## src/rtl/mpu_pkg.sv

```systemverilog
`timescale 1ns/1ps
package mpu_pkg;
  typedef enum logic {FRAME_8 = 1'b0, FRAME_9 = 1'b1} frame_mode_e;

  typedef struct packed {
    frame_mode_e mode;
    logic        mce;
    logic        ren;
    logic        tb8;
  } uart_cfg_t;

  // control register bit positions
  localparam int CTL_MODE = 7;
  localparam int CTL_ONE  = 6;
  localparam int CTL_MCE  = 5;
  localparam int CTL_REN  = 4;
  localparam int CTL_TB8  = 3;
  localparam int CTL_RB8  = 2;
  localparam int CTL_TI   = 1;
  localparam int CTL_RI   = 0;
endpackage

```

## src/rtl/mpu_tx.sv

```systemverilog
`timescale 1ns/1ps
module mpu_tx
  import mpu_pkg::*;
#(
  parameter int OVS = 16,
  parameter int DW  = 8
) (
  input  logic          clk,
  input  logic          rst,
  input  logic          tick,
  input  logic          load,
  input  logic [DW-1:0] data,
  input  frame_mode_e   mode,
  input  logic          tb8,
  output logic          txd,
  output logic          busy,
  output logic          done
);
  localparam int CW = $clog2(OVS);
  localparam int IW = $clog2(DW + 3);
  localparam logic [CW-1:0] CNT_LAST = CW'(OVS - 1);

  logic [CW-1:0] cnt;
  logic [IW-1:0] idx;
  logic [DW:0]   sh;
  logic          nine;
  logic [IW-1:0] stop_idx;

  // bit index: 0 start, 1..DW data, DW+1 ninth (if present), then stop
  assign stop_idx = nine ? IW'(DW + 2) : IW'(DW + 1);

  always_ff @(posedge clk) begin
    done <= 1'b0;
    if (rst) begin
      txd  <= 1'b1;
      busy <= 1'b0;
      cnt  <= '0;
      idx  <= '0;
      sh   <= '0;
      nine <= 1'b0;
    end else if (!busy) begin
      if (load) begin
        busy <= 1'b1;
        txd  <= 1'b0;
        cnt  <= '0;
        idx  <= '0;
        sh   <= {tb8, data};
        nine <= (mode == FRAME_9);
      end
    end else if (tick) begin
      if (cnt != CNT_LAST) begin
        cnt <= cnt + 1'b1;
      end else begin
        cnt <= '0;
        if (idx == stop_idx) begin
          busy <= 1'b0;
          txd  <= 1'b1;
        end else begin
          idx <= idx + 1'b1;
          if (idx + 1'b1 == stop_idx) begin
            txd  <= 1'b1;
            done <= 1'b1;
          end else begin
            txd <= sh[0];
            sh  <= sh >> 1;
          end
        end
      end
    end
  end
endmodule

```

## src/rtl/mpu_rx.sv

```systemverilog
`timescale 1ns/1ps
module mpu_rx
  import mpu_pkg::*;
#(
  parameter int OVS = 16,
  parameter int DW  = 8
) (
  input  logic          clk,
  input  logic          rst,
  input  logic          tick,
  input  logic          rxd,
  input  logic          ren,
  input  frame_mode_e   mode,
  output logic          done,
  output logic [DW-1:0] data,
  output logic          ninth,
  output logic          stop
);
  localparam int CW = $clog2(OVS);
  localparam int IW = $clog2(DW + 2);
  localparam logic [CW-1:0] CNT_HALF = CW'(OVS / 2 - 1);
  localparam logic [CW-1:0] CNT_LAST = CW'(OVS - 1);

  typedef enum logic [1:0] {RX_IDLE, RX_START, RX_BITS} rx_state_e;

  rx_state_e     state;
  logic [1:0]    sync;
  logic          line_q;
  logic [CW-1:0] cnt;
  logic [IW-1:0] idx;
  logic [DW:0]   sh;
  logic          nine;
  logic [IW-1:0] n_pay;

  assign n_pay = nine ? IW'(DW + 1) : IW'(DW);

  always_ff @(posedge clk) begin
    done <= 1'b0;
    if (rst) begin
      sync   <= '1;
      line_q <= 1'b1;
      state  <= RX_IDLE;
      cnt    <= '0;
      idx    <= '0;
      sh     <= '0;
      nine   <= 1'b0;
      data   <= '0;
      ninth  <= 1'b0;
      stop   <= 1'b1;
    end else begin
      sync   <= {sync[0], rxd};
      line_q <= sync[1];
      if (!ren) begin
        state <= RX_IDLE;
      end else begin
        case (state)
          RX_IDLE: begin
            if (line_q && !sync[1]) begin
              state <= RX_START;
              cnt   <= '0;
              nine  <= (mode == FRAME_9);
            end
          end
          RX_START: begin
            if (tick) begin
              if (cnt == CNT_HALF) begin
                cnt   <= '0;
                idx   <= '0;
                state <= sync[1] ? RX_IDLE : RX_BITS;
              end else begin
                cnt <= cnt + 1'b1;
              end
            end
          end
          RX_BITS: begin
            if (tick) begin
              if (cnt == CNT_LAST) begin
                cnt <= '0;
                if (idx == n_pay) begin
                  state <= RX_IDLE;
                  done  <= 1'b1;
                  stop  <= sync[1];
                  data  <= nine ? sh[DW-1:0] : sh[DW:1];
                  ninth <= sh[DW];
                end else begin
                  sh  <= {sync[1], sh[DW:1]};
                  idx <= idx + 1'b1;
                end
              end else begin
                cnt <= cnt + 1'b1;
              end
            end
          end
          default: state <= RX_IDLE;
        endcase
      end
    end
  end
endmodule

```

## src/rtl/mpu_ctl.sv

```systemverilog
`timescale 1ns/1ps
module mpu_ctl
  import mpu_pkg::*;
#(
  parameter int DW = 8
) (
  input  logic          clk,
  input  logic          rst,
  input  logic          we,
  input  logic [7:0]    wdata,
  input  logic          irq_en,
  input  logic          tx_done,
  input  logic          rx_done,
  input  logic [DW-1:0] rx_word,
  input  logic          rx_ninth,
  input  logic          rx_stop,
  output uart_cfg_t     cfg,
  output logic [7:0]    rdata,
  output logic [DW-1:0] rx_rdata,
  output logic          irq
);
  logic ti, ri, rb8;
  logic rx_bit9, rx_ok;
  logic unused_wbits;

  assign unused_wbits = ^{wdata[CTL_ONE], wdata[CTL_RB8]};
  // the qualified bit is the ninth bit or the stop bit depending on framing
  assign rx_bit9 = (cfg.mode == FRAME_9) ? rx_ninth : rx_stop;
  assign rx_ok   = rx_done && !(cfg.mce && !rx_bit9);

  always_ff @(posedge clk) begin
    if (rst) begin
      cfg      <= '0;
      ti       <= 1'b0;
      ri       <= 1'b0;
      rb8      <= 1'b0;
      rx_rdata <= '0;
      irq      <= 1'b0;
    end else begin
      if (we) begin
        cfg <= '{mode: frame_mode_e'(wdata[CTL_MODE]), mce: wdata[CTL_MCE],
                 ren: wdata[CTL_REN], tb8: wdata[CTL_TB8]};
      end
      ti <= tx_done | (we ? wdata[CTL_TI] : ti);
      ri <= rx_ok   | (we ? wdata[CTL_RI] : ri);
      if (rx_ok) begin
        rx_rdata <= rx_word;
        rb8      <= rx_bit9;
      end
      irq <= irq_en && (ti || ri);
    end
  end

  always_comb begin
    rdata           = '0;
    rdata[CTL_MODE] = cfg.mode;
    rdata[CTL_ONE]  = 1'b1;
    rdata[CTL_MCE]  = cfg.mce;
    rdata[CTL_REN]  = cfg.ren;
    rdata[CTL_TB8]  = cfg.tb8;
    rdata[CTL_RB8]  = rb8;
    rdata[CTL_TI]   = ti;
    rdata[CTL_RI]   = ri;
  end
endmodule

```

## src/rtl/mpu_uart.sv

```systemverilog
`timescale 1ns/1ps
module mpu_uart
  import mpu_pkg::*;
#(
  parameter int OVS = 16,
  parameter int DW  = 8
) (
  input  logic          clk,
  input  logic          rst,
  input  logic          baud_tick,
  input  logic          ctl_we,
  input  logic [7:0]    ctl_wdata,
  output logic [7:0]    ctl_rdata,
  input  logic          tx_we,
  input  logic [DW-1:0] tx_data,
  output logic [DW-1:0] rx_data,
  input  logic          irq_en,
  output logic          irq,
  output logic          txd,
  input  logic          rxd
);
  uart_cfg_t     cfg;
  logic          tx_busy, tx_done;
  logic          rx_done, rx_ninth, rx_stop;
  logic [DW-1:0] rx_word;

  mpu_tx #(.OVS(OVS), .DW(DW)) tx_i (
    .clk  (clk),
    .rst  (rst),
    .tick (baud_tick),
    .load (tx_we && !tx_busy),
    .data (tx_data),
    .mode (cfg.mode),
    .tb8  (cfg.tb8),
    .txd  (txd),
    .busy (tx_busy),
    .done (tx_done)
  );

  mpu_rx #(.OVS(OVS), .DW(DW)) rx_i (
    .clk   (clk),
    .rst   (rst),
    .tick  (baud_tick),
    .rxd   (rxd),
    .ren   (cfg.ren),
    .mode  (cfg.mode),
    .done  (rx_done),
    .data  (rx_word),
    .ninth (rx_ninth),
    .stop  (rx_stop)
  );

  mpu_ctl #(.DW(DW)) ctl_i (
    .clk      (clk),
    .rst      (rst),
    .we       (ctl_we),
    .wdata    (ctl_wdata),
    .irq_en   (irq_en),
    .tx_done  (tx_done),
    .rx_done  (rx_done),
    .rx_word  (rx_word),
    .rx_ninth (rx_ninth),
    .rx_stop  (rx_stop),
    .cfg      (cfg),
    .rdata    (ctl_rdata),
    .rx_rdata (rx_data),
    .irq      (irq)
  );
endmodule

```

## config.mk

```make
export PLATFORM = sky130hd
export DESIGN_NAME = mpu_uart
export DESIGN_NICKNAME = d
export VERILOG_FILES = /design/src/rtl/mpu_pkg.sv /design/src/rtl/mpu_tx.sv /design/src/rtl/mpu_rx.sv /design/src/rtl/mpu_ctl.sv /design/src/rtl/mpu_uart.sv
export SDC_FILE = /design/constraint.sdc
export NUM_CORES = 1
export LEC_CHECK = 0
export BUFFER_PORTS_ARGS = -buffer_cell sky130_fd_sc_hd__buf_2
export CORE_MARGIN = 1.5
export CORE_UTILIZATION = 50
export CTS_CLUSTER_SIZE = 40
export DETAILED_ROUTE_END_ITERATION = 12
export PLACE_DENSITY = 0.67
export SLEW_MARGIN = 20
export SYNTH_ARGS = -nofsm -noshare
export SYNTH_HDL_FRONTEND = slang
export SYNTH_SLANG_ARGS = --single-unit
```

## constraint.sdc

```tcl
create_clock -name clk -period 3.65 [get_ports clk]
set_input_delay 1.095 -clock clk [delete_from_list [all_inputs] [get_ports clk]]
set_output_delay 1.095 -clock clk [all_outputs]
set_load 0.02 [all_outputs]
```

# Word-level counts from Yosys, hierarchy flattened
# Cells that the tools add are included.
# Widths: inputs -> output; s select.
[totals] register_bits=71 inputBits=23 output_inout_bits=18 elab_cells=139
[classes] addsub=4 n_eq_ne=19 n_mux=53 bitwise=8 n_reduce_logical=28
[ops] op="$mux 4" count=18
[ops] op="$mux 9" count=6
[ops] op="$reduce_and 5->1" count=4
[ops] op="$mux 1" count=17
[ops] op="$add 4x1->4 const B" count=4
[ops] op="$mux 2" count=8
[ops] op="$ne 2x2->1 const B" count=7
[ops] op="$eq 4x4->1" count=3
[ops] op="$pmux 4 s3" count=1
[ops] op="$reduce_or 5->1" count=2
[ops] op="$mux 8" count=1
[ops] op="$ne 2x1->1 const B" count=4
[ops] op="$pmux 4 s2" count=1
[ops] op="$reduce_and 7->1" count=1
[ops] op="$not 1->1" count=6
[ops] op="$pmux 2 s3" count=1
[ops] op="$reduce_and 3->1" count=2
[ops] op="$reduce_and 6->1" count=1
[ops] op="$logic_and 1x1->1" count=5
[ops] op="$eq 4x3->1 const B" count=1
[ops] op="$eq 4x4->1 const B" count=1
[ops] op="$logic_not 1->1" count=4
[ops] op="$ne 4x4->1 const B" count=1
[ops] op="$reduce_and 2->1" count=2
[ops] op="other kinds (9)" count=11

# Depth between registers and ports, before layout
# Gate-level depths: netlist (run 1).
[logic_depth] word_depth=7 mapped_depth=8 mapped_depth_nobuf=7

# Hierarchy
# Synthesis (run 1) repeated with hierarchy kept, for this count alone.
[unflattened] hier_cells=409 area_unflattened_um2=3617.2
[by_module_without_submodules] module="mpu_rx" instances=1 cells_per_inst=183 area_per_inst_um2=1640.3 seq_area_each_um2=680.7
[by_module_without_submodules] module="mpu_tx" instances=1 cells_per_inst=128 area_per_inst_um2=1098.6 seq_area_each_um2=420.4
[by_module_without_submodules] module="mpu_ctl" instances=1 cells_per_inst=97 area_per_inst_um2=864.6 seq_area_each_um2=320.3
[by_module_without_submodules] module="mpu_uart" instances=1 cells_per_inst=1 area_per_inst_um2=13.8 seq_area_each_um2=0.0

# Worst setup path before layout (run 1)
# Ideal clock, no wire load.
[synth_path] kind="input -> register" startpoint="input port baud_tick" endpoint="register rx_i.cnt[3]" setup_time_ns=0.070 t_arrival_ns=2.367 required_ns=3.580 slack_ns=1.213 cell_stages=6 path_buffers=2 cell_sequence="buf_2 o21ai_1 or3_1 buf_2 or4_1 a21oi_1"
[synth_between] elab_chain_cells=2 elab_cells_between_ends=3 classes_between="2 x eq/ne; 1 x reduce/logical"
[synth_rtl] item="start: declaration" line_no="mpu_uart.sv:10" text="input logic baud_tick,"
[synth_rtl] item="$ne 2x2->1 (no line)"
[synth_rtl] item="$reduce_and 5->1 (no line) (*)"
[synth_rtl] item="end signal: assignment" line_no="mpu_rx.sv:71" text="cnt <= cnt + 1'b1;"
[synth_rtl] item="end signal: assignment" line_no="mpu_rx.sv:90" text="cnt <= cnt + 1'b1;"
[synth_rtl] item="end: declaration" line_no="mpu_rx.sv:29" text="logic [CW-1:0] cnt;"
# Every way passes the cells marked *; elsewhere a longest branch is shown, timed or not.
# A chain may end at the register's enable or synchronous reset.

# Final worst setup path (run 1)
[layout_path] startpoint="input port baud_tick" endpoint="register tx_i.sh[6]"
[layout_between] elab_chain_cells=2
[layout_rtl] item="$ne 2x2->1 (no line)"
[layout_rtl] item="$reduce_and 5->1 (no line)"
[layout_rtl] item="end signal: assignment" line_no="mpu_tx.sv:47" text="sh <= {tb8, data};"
[layout_rtl] item="end signal: assignment" line_no="mpu_tx.sv:65" text="sh <= sh >> 1;"
[layout_rtl] item="end: declaration" line_no="mpu_tx.sv:25" text="logic [DW:0] sh;"
# Every way passes these cells.

==> results of run 1 <==
## final cells by class
cell class              count  area [µm²]  area share
multi-input cells         245        1630       0.452
flip-flops and latches     71        1420       0.393
repair buffers             42         223      0.0616
clock buffers              10         138      0.0381
well taps                  77        96.3      0.0267
inverters                  15        56.3      0.0156
clock inverters             6        46.3      0.0128
## sequential cells by signal (all words and copies together) (netlist names), 2 cells and up
signal / count
rx_i.state: 2
rx_i.cnt: 4
ctl_i.cfg: 4
rx_i.sync: 2
tx_i.idx: 4
rx_i.sh: 9
tx_i.sh: 9
rx_i.data: 8
ctl_i.rx_rdata: 8
rx_i.idx: 4
tx_i.cnt: 4
## power by group through the flow
stage | logic [mW] | clock network (mW) | registers, mW
after floorplan | 0.0677 | 0 | 0.819
after global placement | 0.0892 | 0 | 0.819
after detailed placement | 0.0909 | 0 | 0.820
after CTS | 0.0911 | 0.594 | 0.802
after global routing | 0.101 | 0.626 | 0.804
final | 0.0906 | 0.577 | 0.802
## cells in the mapped netlist, types with 2 or more instances
cell and instances:
sky130_fd_sc_hd__dfxtp_1 71, sky130_fd_sc_hd__nor2_1 48, sky130_fd_sc_hd__mux2i_1 37, sky130_fd_sc_hd__a21oi_1 19
sky130_fd_sc_hd__nand2_1 16, sky130_fd_sc_hd__inv_1 15, sky130_fd_sc_hd__nor2b_1 15, sky130_fd_sc_hd__a211oi_1 12
sky130_fd_sc_hd__clkbuf_1 12, sky130_fd_sc_hd__buf_4 10, sky130_fd_sc_hd__nand3_1 10, sky130_fd_sc_hd__o21ai_0 9
sky130_fd_sc_hd__a311oi_1 8, sky130_fd_sc_hd__ha_1 8, sky130_fd_sc_hd__a221oi_1 7, sky130_fd_sc_hd__buf_2 5
sky130_fd_sc_hd__nand2b_1 5, sky130_fd_sc_hd__or3_1 5, sky130_fd_sc_hd__and3_1 4, sky130_fd_sc_hd__nor3_1 4
sky130_fd_sc_hd__a211o_1 3, sky130_fd_sc_hd__a31oi_1 3, sky130_fd_sc_hd__nor3b_1 3, sky130_fd_sc_hd__or2_2 3
sky130_fd_sc_hd__a32oi_1 2, sky130_fd_sc_hd__buf_6 2, sky130_fd_sc_hd__nand3b_1 2, sky130_fd_sc_hd__nor4_1 2
sky130_fd_sc_hd__or4_1 2
## cell families after synthesis
kind of cell             after synthesis  share of synthesized area
AND/OR/NAND/NOR                      126                      0.193
flip-flops                            71                      0.435
AO/OA/AOI/OAI                         70                      0.149
buffers and inverters                 44                     0.0685
multiplexers                          37                      0.113
adder cells (fa/ha/maj)                8                     0.0306
XOR/XNOR                               3                     0.0103
other                                  1                    0.00115
## critical path: stages
cell	delay, ps
sky130_fd_sc_hd__buf_2	200
sky130_fd_sc_hd__and3_1	220
sky130_fd_sc_hd__nand3_1	160
sky130_fd_sc_hd__a211o_1	480
sky130_fd_sc_hd__a221oi_1	370
sky130_fd_sc_hd__a311oi_1	80
## routing by layer
metal	GRT usage	part of all wire	up-vias
li1	-	-	1315
met1	0.254	0.50	1150
met2	0.268	0.44	51
met3	0.0564	0.045	9
met4	0.0700	0.014	0
met5	0	0	-
## final timing paths
check | start | to | slack [ps] | depth (start not counted)
worst max register to register | tx_i.idx[0] | tx_i.sh[5] | 1320 | 6
worst min-delay path | rx_i.sync[0] | rx_i.sync[1] | 420 | 1
worst min register to register | rx_i.sync[0] | rx_i.sync[1] | 420 | 1
worst max-delay path | baud_tick | tx_i.sh[6] | 1230 | 6
## metrics by stage
| stage | util | instances |
|---|---|---|
| 4_1_cts | 0.569 | 466 |
| 6_report | 0.569 | 466 |
| 5_1_grt | 0.569 | 466 |
| 3_3_place_gp | 0.540 | 450 |
| 3_5_place_dp | 0.540 | 450 |
| 2_1_floorplan | - | 360 |
==> out/results.txt, run 1 <==
The final worst-path cycle share works out to 0.663. The clock root buffer is sky130_fd_sc_hd__clkbuf_8. The sum of routed wire length over all layers is 6.12 mm. Synthesis produced a netlist whose cell count is 360.

After the first detailed-routing iteration, the DRC count stood at 95. After synthesis, the cell types taking the most area are sky130_fd_sc_hd__dfxtp_1 (43%), sky130_fd_sc_hd__mux2i_1 (11%), sky130_fd_sc_hd__nor2_1 (5.5%), sky130_fd_sc_hd__ha_1 (3.1%), sky130_fd_sc_hd__a21oi_1 (2.9%). The run gives 0.062 as the combinational group share of total power.

For the final-report max-slew violation count, the log shows 0. For this run, design rule violations remaining after detail routing come to 0. After legalization and detailed placement, the total HPWL measured 4.15 mm. The run gives 340 ps as the insertion delay of the later-clocked pin in the worst-skew pair.

Setup repair after global routing left no endpoint under its margin. The minimum hold slack was 420 ps; the y dimension of the die was 83.8 µm. The category of the critical setup timing path is primary input to flip-flop. Cell internal power was estimated by the tool at 1.09 mW.

After routing the design area is 3610 µm². The horizontal die dimension is 83.8 µm, and the worst-path maximum fanout is 17. The CTS H-tree depth is 3, and the count of instances resized after the clock tree is built is 0. Yosys mapped a number of flops with a built-in enable equal to 0. The number of clock buffers inserted by TritonCTS is 9, and the max-capacitance violation count is 0.

Maximum ir drop on the vdd rail: 0.255 mV. The run gives 41 as the number of placed I/O pins. STA classifies the critical path startpoint as a primary input. The analysis attributes to cell leakage a power of 1.33 nW. Total setup buffers inserted after CTS: 0.

The worst path in the final design needs a cycle of 2420 ps, including I/O delays and setup. The count of unique library cells instantiated by Yosys came out at 47. The clock passes through at most 2 buffers. The hold-fix buffer count after cts came out at 0. Areal power density over the cells: 406 nW/µm².

The endpoint type of the worst setup path was a flip-flop. The effective utilization at floorplan is 0.515, and the area added between synthesis and finish is 10.6%. The run gives 0 as the number of antenna violations at the first check in global routing.

The post-synthesis area per instance was 9.08 µm²; the worst slew margin relative to its limit was 0.441. The number of port buffers was 37; the TritonCTS sink count was 71. The placer congestion estimate was 0.791.

The logs give 0 for the total global routing overflow and 0.546 for the sequential group share of total power. Data on the critical path is required at its endpoint by 3840 ps. Among all flip-flop cells after synthesis, the most frequent one is sky130_fd_sc_hd__dfxtp_1. Fill cells in the final layout number 595.

The fraction of registers with async set or reset after synthesis was 0. TritonCTS built the clock tree. Total power for the finished layout comes to 1.47 mW. Clock-pin slew was measured on the worst setup and hold paths at 70 ps. Switching fraction of total power: 0.255. For the first-pass GRT wire length, the log shows 10.5 mm. Before antenna repair, the detailed router went through 4 iterations. Library cell occupying the most area in the post-synthesis netlist: sky130_fd_sc_hd__dfxtp_1. The proportion of power drawn by the clock network was 0.393.

Dividing the detail-routed wire length by the instance count gives 13.1 µm. Entering global routing, the biggest net connects 29 pins. The number of global-route vias before repair came out at 2,252.

The logs give 895 ps for the post-placement setup slack and 375 µW for the switching power. Setup violations remaining at the end of the flow were counted as 0. The logs give 0 for the number of failing hold endpoints at the final stage and 3270 µm² for the synthesized area. After floorplanning, the core was divided into 29 placement rows. At the pin with the least slew margin, the transition time is 839 ps. The share of cells above drive strength 1 was 0.177; the core region area was 6350 µm².

The tools report the count of antenna-violating nets left after detailed routing as 0. The global-route usage over all layers is 0.183. Data arrives at the worst endpoint at 2610 ps.

The repair_antennas step left the layout with diodes totalling 0. For this run, the post-layout net count is 415. When the netlist entered floorplanning its net count stood at 391.

Leaving out fill and tap cells, the most frequent cell in the layout is sky130_fd_sc_hd__dfxtp_1. The flop and latch count out of synthesis was 71. For this run, the number of Yosys warnings is 0.

The die area came out at 7030 µm². Summing over every cut layer, the via total after detailed routing is 2,525. The run gives 8.32 ps as the largest clock skew in the final design. The share of the yosys chip area belonging to registers is 0.435.

The run finished with clean final reports. The path type of the worst min-delay path was flip-flop to flip-flop. The top cell types in the final layout, fill and taps aside, are sky130_fd_sc_hd__dfxtp_1 (71), sky130_fd_sc_hd__nor2_1 (48), sky130_fd_sc_hd__mux2i_1 (37), sky130_fd_sc_hd__buf_2 (37), sky130_fd_sc_hd__a21oi_1 (18). Share of Yosys cell area claimed by the top area cell type: 0.435. In the post-route analysis, the smallest setup slack over all paths is 1230 ps.

The run gives 0 ps as the sum of negative setup slack. The tools report the standard cell area after detailed placement as 3430 µm². The post-detailed-route via-to-cell ratio is 5.42. Static timing analysis puts the maximum clock frequency at 413 MHz.
Note: power is estimated with default switching activity, not from simulation.
==> inputs of run 2 (changes only) <==
--- a/config.mk
+++ b/config.mk
@@ -5,12 +5,13 @@
 export SDC_FILE = /design/constraint.sdc
 export NUM_CORES = 1
 export LEC_CHECK = 0
+export ABC_AREA = 1
 export BUFFER_PORTS_ARGS = -buffer_cell sky130_fd_sc_hd__buf_2
 export CORE_MARGIN = 1.5
 export CORE_UTILIZATION = 50
 export CTS_CLUSTER_SIZE = 40
 export DETAILED_ROUTE_END_ITERATION = 12
-export PLACE_DENSITY = 0.67
+export PLACE_DENSITY = 0.7
 export SLEW_MARGIN = 20
 export SYNTH_ARGS = -nofsm -noshare
 export SYNTH_HDL_FRONTEND = slang
==> constraint.sdc (replaced) <==
create_clock -name clk -period 2.2 [get_ports clk]
set_input_delay 0.66 -clock clk [delete_from_list [all_inputs] [get_ports clk]]
set_output_delay 0.66 -clock clk [all_outputs]
set_load 0.02 [all_outputs]
==> run 2 against run 1 <==
Routed wire length rose by 12%. Final area is 2.7% higher. Via count up 15%. Worst setup slack worse by 980 ps. Largest power group unchanged.
==> out/results.txt, run 2 <==
The number of gates resized after CTS was 0. Clock tree synthesis inserted a total of 9 buffers. The netlist uses 30 different library cells. Summing every instance area after synthesis gives 3300 µm². Most common cell after layout, fill and taps aside: sky130_fd_sc_hd__nand2_1. Data arrives at the worst endpoint at 2180 ps. Entering global routing, the biggest net connects 33 pins.

0 antenna diodes ended up in the layout. For the share of the yosys chip area belonging to registers, the log shows 0.431. The y dimension of the die works out to 84.2 µm. Setup repair after global routing left no endpoint under its margin. The final layout net count came out at 516. By area the synthesized netlist is led by sky130_fd_sc_hd__dfxtp_1 (43%), sky130_fd_sc_hd__nand2_1 (12%), sky130_fd_sc_hd__a21oi_1 (7.9%), sky130_fd_sc_hd__nand3_1 (7.3%), sky130_fd_sc_hd__nor2_1 (5.7%).

The most used cell along the critical path is sky130_fd_sc_hd__nand2_1. The tools report the share of the core filled with cells as 0.584. Grouping stages by cell kind, the critical path spends the most delay in simple AND/OR/NAND/NOR gates. STA classifies the critical path startpoint as a flip-flop. Counting buffers and inverters, the worst setup path is 7 cells deep. Adding up every negative setup slack in the final design gives 0 ps. TritonCTS built the clock tree. The tools report the effective utilization at floorplan as 0.519.

For the die area, the log shows 7090 µm². The largest registers in the layout are rx_i.sh: 9 flops, tx_i.sh: 9 flops. The final-report max-slew violation count is 0. 41 I/O pins were placed. The worst setup path is of the flip-flop to flip-flop kind. The first global-routing pass estimated 11.6 mm of wire.

The core region is 6350 µm². The path class of the tightest hold or removal check is flip-flop to flip-flop. After clock tree synthesis, the setup repair step added 0 buffers.

The number of nets in the synthesized netlist is 485. The tools report the global-route usage over all layers as 0.201. Counting flops and latches in the post-synthesis netlist gives 71.

The largest clock skew in the final design is 7.48 ps, and the maximum ir drop on the vdd rail is 0.838 mV. After detailed routing, the total wire length is 6.83 mm. For this design the ratio of total power to cell area is 736 nW/µm². The time the worst path needs with I/O delays and setup is 1950 ps.

The path depth of the worst reg2reg path is 7. No sink is reached through more buffers than the 2 on the longest clock path. The required time reported for the critical path endpoint is 2430 ps, and the fraction of registers with async set or reset after synthesis is 0. After clock tree synthesis, the clock-pin slew on the worst setup and hold paths is 80 ps.

The worst-path maximum fanout is 8, and the number of warnings reported in the yosys synthesis log is 0. The post-detailed-route via-to-cell ratio is 5.13. For the row count, the log shows 29. Summed over all cells, the static leakage comes to 1.58 nW. For the insertion delay of the later-clocked pin in the worst-skew pair, the log shows 360 ps. The total setup violations reported at the end of the flow came out at 0.

After layout, the worst setup slack is 250 ps. The flow ran to the end, and the final reports show no timing, DRC or antenna violations. Counting both buffers and inverters, the worst setup path holds a total of 2. Number of antenna violations at the first check in global routing: 0. Detailed-route via count: 2,911.

The power consumption came out at 2.73 mW. Setup slack on the worst reg-to-reg path comes out at 250 ps. After detailed routing, the number of remaining DRC violations is 0. The number of global-route vias before repair was 2,636. The tightest hold path in the finished design has a slack of 411 ps. The number of port buffers is 37.

The TritonCTS sink count is 71. The number of failing hold endpoints at the final stage was 0. The synthesized design contains 0 enable-type register cells. In this run the horizontal extent of the chip is 84.2 µm. The count of antenna-violating nets left after detailed routing was 0; the share of cells above drive strength 1 was 0.159. The detailed-placement wirelength estimate is 4.76 mm. Traced cell by cell, the critical path runs through inv_1 -> ha_1 -> inv_2 -> nor4_4 -> nand2_1 -> nand2_1 -> a21oi_1.

The cell with the largest stage delay on the worst path is sky130_fd_sc_hd__nor4_4. The placer congestion estimate came out at 0.806. The tools report the post-placement setup slack as 267 ps. The detailed router finished its first iteration with 185 violations.

The instance count along the most critical hold path was 1. The share of Yosys cell area claimed by the top area cell type was 0.431. The most used flip-flop cell after synthesis is sky130_fd_sc_hd__dfxtp_1. Summed over all instances, the cell type with the most area after synthesis is sky130_fd_sc_hd__dfxtp_1. CTS placed an instance of sky130_fd_sc_hd__clkbuf_8 at the clock tree root. Final worst-path cycle share: 0.886. After global routing the overflow that remains totals 0. A synthesized cell averages 7.26 µm². Dividing the detail-routed wire length by the instance count gives 12.0 µm.

The first TritonRoute pass finished after 4 iterations. The H-tree generated during clock tree synthesis spans 3 levels. Synthesis produced 454 cells. Peak clock frequency supported by timing: 513 MHz.

By instance count, the leading cell after synthesis is sky130_fd_sc_hd__nand2_1. By count the netlist is led by sky130_fd_sc_hd__nand2_1 (105), sky130_fd_sc_hd__dfxtp_1 (71), sky130_fd_sc_hd__a21oi_1 (52), sky130_fd_sc_hd__nor2_1 (50), sky130_fd_sc_hd__nand3_1 (48). The largest single stage delay on the critical path is 490 ps. In the layout the commonest cells are sky130_fd_sc_hd__nand2_1 (105), sky130_fd_sc_hd__dfxtp_1 (71), sky130_fd_sc_hd__a21oi_1 (52).

From synthesis to final layout, the design area changed by 12.6%. The max-capacitance violation count was 0; the hold-fix buffer count after cts was 0. The worst setup path is captured at a flip-flop.
==> run 2: cell count changes in the layout (fill, tap and decap cells not counted), moves of 8 or more <==
cell / previous run / this run
sky130_fd_sc_hd__nand3_1: 10 / 48
sky130_fd_sc_hd__inv_1: 15 / 29
sky130_fd_sc_hd__nand2_1: 16 / 105
sky130_fd_sc_hd__a311oi_1: 8 / 0
sky130_fd_sc_hd__nor2b_1: 15 / 0
sky130_fd_sc_hd__mux2i_1: 37 / 8
sky130_fd_sc_hd__o21ai_0: 9 / 17
sky130_fd_sc_hd__a21oi_1: 18 / 52
sky130_fd_sc_hd__a211oi_1: 12 / 1
==> run 2: power by group <==
group          leakage (nW)  switching [mW]  internal [mW]  total, mW
logic                 0.895           0.127         0.0757      0.202
registers             0.577          0.0269           1.32       1.34
clock network         0.108           0.534          0.653       1.19
total                  1.58           0.688           2.04       2.73
==> run 2: stage by stage <==
step	cell area, µm²	cells
floorplan	3300	454
global placement	3480	551
detailed placement	3480	551
CTS	3710	567
global route	3710	567
finish	3710	567
==> run 2: logic make-up (layout without fill, tap and decap cells) <==
| kind of cell | Yosys count | count (layout) | share of synthesized area |
|---|---|---|---|
| simple gates | 224 | 224 | 0.294 |
| other cells | 1 | 1 | 0.00114 |
| mux | 8 | 8 | 0.0243 |
| fa+ha+maj | 8 | 8 | 0.0304 |
| buf+inv | 57 | 93 | 0.0824 |
| compound gates | 80 | 80 | 0.123 |
| flops | 71 | 71 | 0.431 |
| xor+xnor | 5 | 5 | 0.0133 |
==> run 2: path summary, 6_finish.rpt <==
kind,startpoint,endpoint
setup reg to reg,rx_i.state[0],rx_i.sh[0]
setup / recovery,rx_i.state[0],rx_i.sh[0]
hold reg to reg,rx_i.sync[0],rx_i.sync[1]
hold / removal,rx_i.sync[0],rx_i.sync[1]
==> run 2: area by class of cell <==
cell class / count / area (µm²)
multi-input combinational: 326 / 1600
clock buffer: 9 / 124
clock inverter: 7 / 104
fill: 580 / 2640
inverter: 33 / 124
tap: 77 / 96.3
timing repair buffer: 44 / 238
sequential: 71 / 1420
==> run 2: metal layers <==
| layer | track usage | share of wire |
|---|---|---|
| met1 | 0.250 | 0.46 |
| met2 | 0.331 | 0.49 |
| met3 | 0.0560 | 0.035 |
| met5 | 0 | 0 |
| met4 | 0.0790 | 0.014 |
==> inputs of run 3 (changes only) <==
--- a/config.mk
+++ b/config.mk
@@ -5,8 +5,7 @@
 export SDC_FILE = /design/constraint.sdc
 export NUM_CORES = 1
 export LEC_CHECK = 0
-export ABC_AREA = 1
-export BUFFER_PORTS_ARGS = -buffer_cell sky130_fd_sc_hd__buf_2
+export BUFFER_PORTS_ARGS = -buffer_cell sky130_fd_sc_hd__clkbuf_2
 export CORE_MARGIN = 1.5
 export CORE_UTILIZATION = 50
 export CTS_CLUSTER_SIZE = 40
==> run 3 against run 2 <==
Maximum frequency is 4.9% lower. Sequential power about the same. Global-route usage down 1.8 points. Die area is 0.81% lower. Worst hold slack improved by 2.8 ps. Core utilization shrank 0.39 points. Critical path depth unchanged. Clock power shrank 24%. Combinational power is 21% lower.
==> out/results.txt, run 3 (same netlist as run 1, synthesis figures left out) <==
The effective utilization at floorplan came out at 0.515. The cell with the largest stage delay on the worst path is sky130_fd_sc_hd__or4_1. The areal power density over the cells came out at 650 nW/µm². The number of placed I/O pins was 41; the number of clock buffers inserted by TritonCTS was 9. For this run, design rule violations remaining after detail routing come to 0.

The switching fraction of total power is 0.254, and the antenna diode count is 0. For the sequential group share of total power, the log shows 0.555. The largest net degree at the start of global routing was 29.

The largest clock skew in the final design was 8.74 ps; the routed wire length on met2 was 2.85 mm. After layout, the worst setup slack is 148 ps. For this block, the initial DRC count from the detailed router was 56. The largest registers in the layout are rx_i.sh: 9 flops, tx_i.sh: 9 flops.

For this run, the post-layout net count is 424. For the pin with the worst max-slew slack, the measured transition is 601 ps. The run gives 0 as the number of failing hold endpoints at the final stage.

After clock tree synthesis, the clock-pin slew on the worst setup and hold paths is 70 ps. The required time reported for the critical path endpoint is 2480 ps, and the y dimension of the die is 83.8 µm. The time the worst path needs with I/O delays and setup is 2050 ps, and the share of cells above drive strength 1 is 0.198. The logs give 0 for the number of antenna violations at the first check in global routing and 0.184 for the global-route usage over all layers. The logs give 266 µm for the met3 wire length and 10.5 mm for the first-pass GRT wire length.

Peak clock frequency supported by timing: 487 MHz. Clock tree synthesis found a total of 71 sinks. The worst slew margin relative to its limit came out at 0.599. The logs give 7030 µm² for the die area and 3 for the CTS H-tree depth.

The tools report the worst path arrival time as 2330 ps. After the flow finishes, the layout carries non-filler instances totaling 475. The total global routing overflow was 0; the proportion of power drawn by the clock network was 0.379. Measured along the x axis, the die boundary spans 83.8 µm.

STA classifies the critical path endpoint as a flip-flop. The fill cell instance count of the final layout was 580. For the detailed-route via count, the log shows 2,580. Buffers inserted to repair hold after CTS numbered 0. Port buffering added 37 buffers. Core region area: 6350 µm². By startpoint and endpoint, the worst setup path is classified as flip-flop to flip-flop. For the placed cell count, the log shows 459.

The combinational group share of total power was 0.066; the sum of routed wire length over all layers was 6.00 mm. The share of the core filled with cells is 0.580, and the worst-path maximum fanout is 8. For the detailed-route wire length on metal 1, the log shows 2.83 mm. Routability-driven placement finished with a final weighted congestion of 0.871. Max-cap violations in this run came to 0. The tools report the critical path startpoint category as a flip-flop. TritonCTS built the clock tree. The total setup violations reported at the end of the flow was 0. The clock passes through at most 2 buffers. Setup repair after global routing left no endpoint under its margin. CTS placed an instance of sky130_fd_sc_hd__clkbuf_8 at the clock tree root. The worst hold path belongs to the class flip-flop to flip-flop.

For the detailed-placement wirelength estimate, the log shows 4.23 mm. Insertion delay of the later-clocked pin in the worst-skew pair: 350 ps. The logs give 609 µW for the switching power and 1.37 nW for the leakage power figure. For the count of antenna-violating nets left after detailed routing, the log shows 0. In this run the top signal layer used is met4. Power comes to 2.40 mW. The run finished with clean final reports. The tools report the post-placement setup slack as -33.3 ps.

The row count was 29; the post-detailed-route via-to-cell ratio was 5.43. Leaving out fill and tap cells, the most frequent cell in the layout is sky130_fd_sc_hd__dfxtp_1. VDD sags by at most 0.479 mV. For the number of global-route vias before repair, the log shows 2,393.

Traced cell by cell, the critical path runs through inv_1 -> ha_1 -> nor2_2 -> o21ai_1 -> or3_4 -> or4_1 -> a21oi_1. The highest cell delay on the worst timing path is 510 ps, and the internal power is 1.79 mW. The number of search-and-repair iterations in the first detailed-routing pass was 4; the wire length per cell was 12.6 µm. In the layout the commonest cells are sky130_fd_sc_hd__dfxtp_1 (71), sky130_fd_sc_hd__nor2_1 (48), sky130_fd_sc_hd__mux2i_1 (37), sky130_fd_sc_hd__clkbuf_2 (37), sky130_fd_sc_hd__a21oi_1 (19). Relative to the synthesized area, the layout overhead comes to 12.7%. Final worst-path cycle share: 0.933. Summed over all failing endpoints, the final setup total negative slack is 0 ps. The tools report the final-report max-slew violation count as 0. Post-CTS timing repair inserted 0 buffers for setup.
==> run 3: routing by layer <==
layer  vias up  track usage
met4         0       0.0686
met2        55        0.302
met5         -            0
met1      1191        0.220
met3         4       0.0653
li1       1330            -
==> run 3: area by class of cell <==
class,instances,area [µm²],area share
Clock buffer,9,124,0.0336
Clock inverter,7,48.8,0.0132
Inverter,15,56.3,0.0153
Multi-Input combinational cell,245,1640,0.444
Sequential cell,71,1420,0.386
Tap cell,77,96.3,0.0261
Timing Repair Buffer,51,303,0.0822
==> run 3: through the flow <==
step	hold slack (ps)	area, µm²
6_report	414	3680
5_1_grt	428	3680
2_1_floorplan	389	3270
3_3_place_gp	398	3510
4_1_cts	417	3680
3_5_place_dp	399	3510
==> run 3: path summary, 6_finish.rpt <==
path                 startpoint            to  slack, ps  cells past startpoint
setup reg to reg  rx_i.state[1]   rx_i.cnt[3]        150                      7
hold / removal     rx_i.sync[0]  rx_i.sync[1]        410                      1
hold reg to reg    rx_i.sync[0]  rx_i.sync[1]        410                      1
setup / recovery  rx_i.state[1]   rx_i.cnt[3]        150                      7
==> run 3: power by group through the flow <==
| stage | logic (mW) | registers, mW | clock network, mW |
|---|---|---|---|
| 2_1_floorplan | 0.112 | 1.36 | 0 |
| 3_3_place_gp | 0.157 | 1.36 | 0 |
| 3_5_place_dp | 0.159 | 1.36 | 0 |
| 4_1_cts | 0.160 | 1.33 | 0.939 |
| 5_1_grt | 0.176 | 1.33 | 0.996 |
| 6_report | 0.159 | 1.33 | 0.908 |
==> run 3: repair_timing <==
item                       4_1_cts  5_1_grt
setup endpoints to repair        1        2
resized for setup                1        1
pin swaps                        0        0
==> run 3: critical path: cells and delay by family, from the launching register on <==
family / cells / cell delay [ps]
simple gates: 3 / 1040
flops: 1 / 390
fa+ha+maj: 1 / 260
compound gates: 2 / 210
buf+inv: 1 / 90
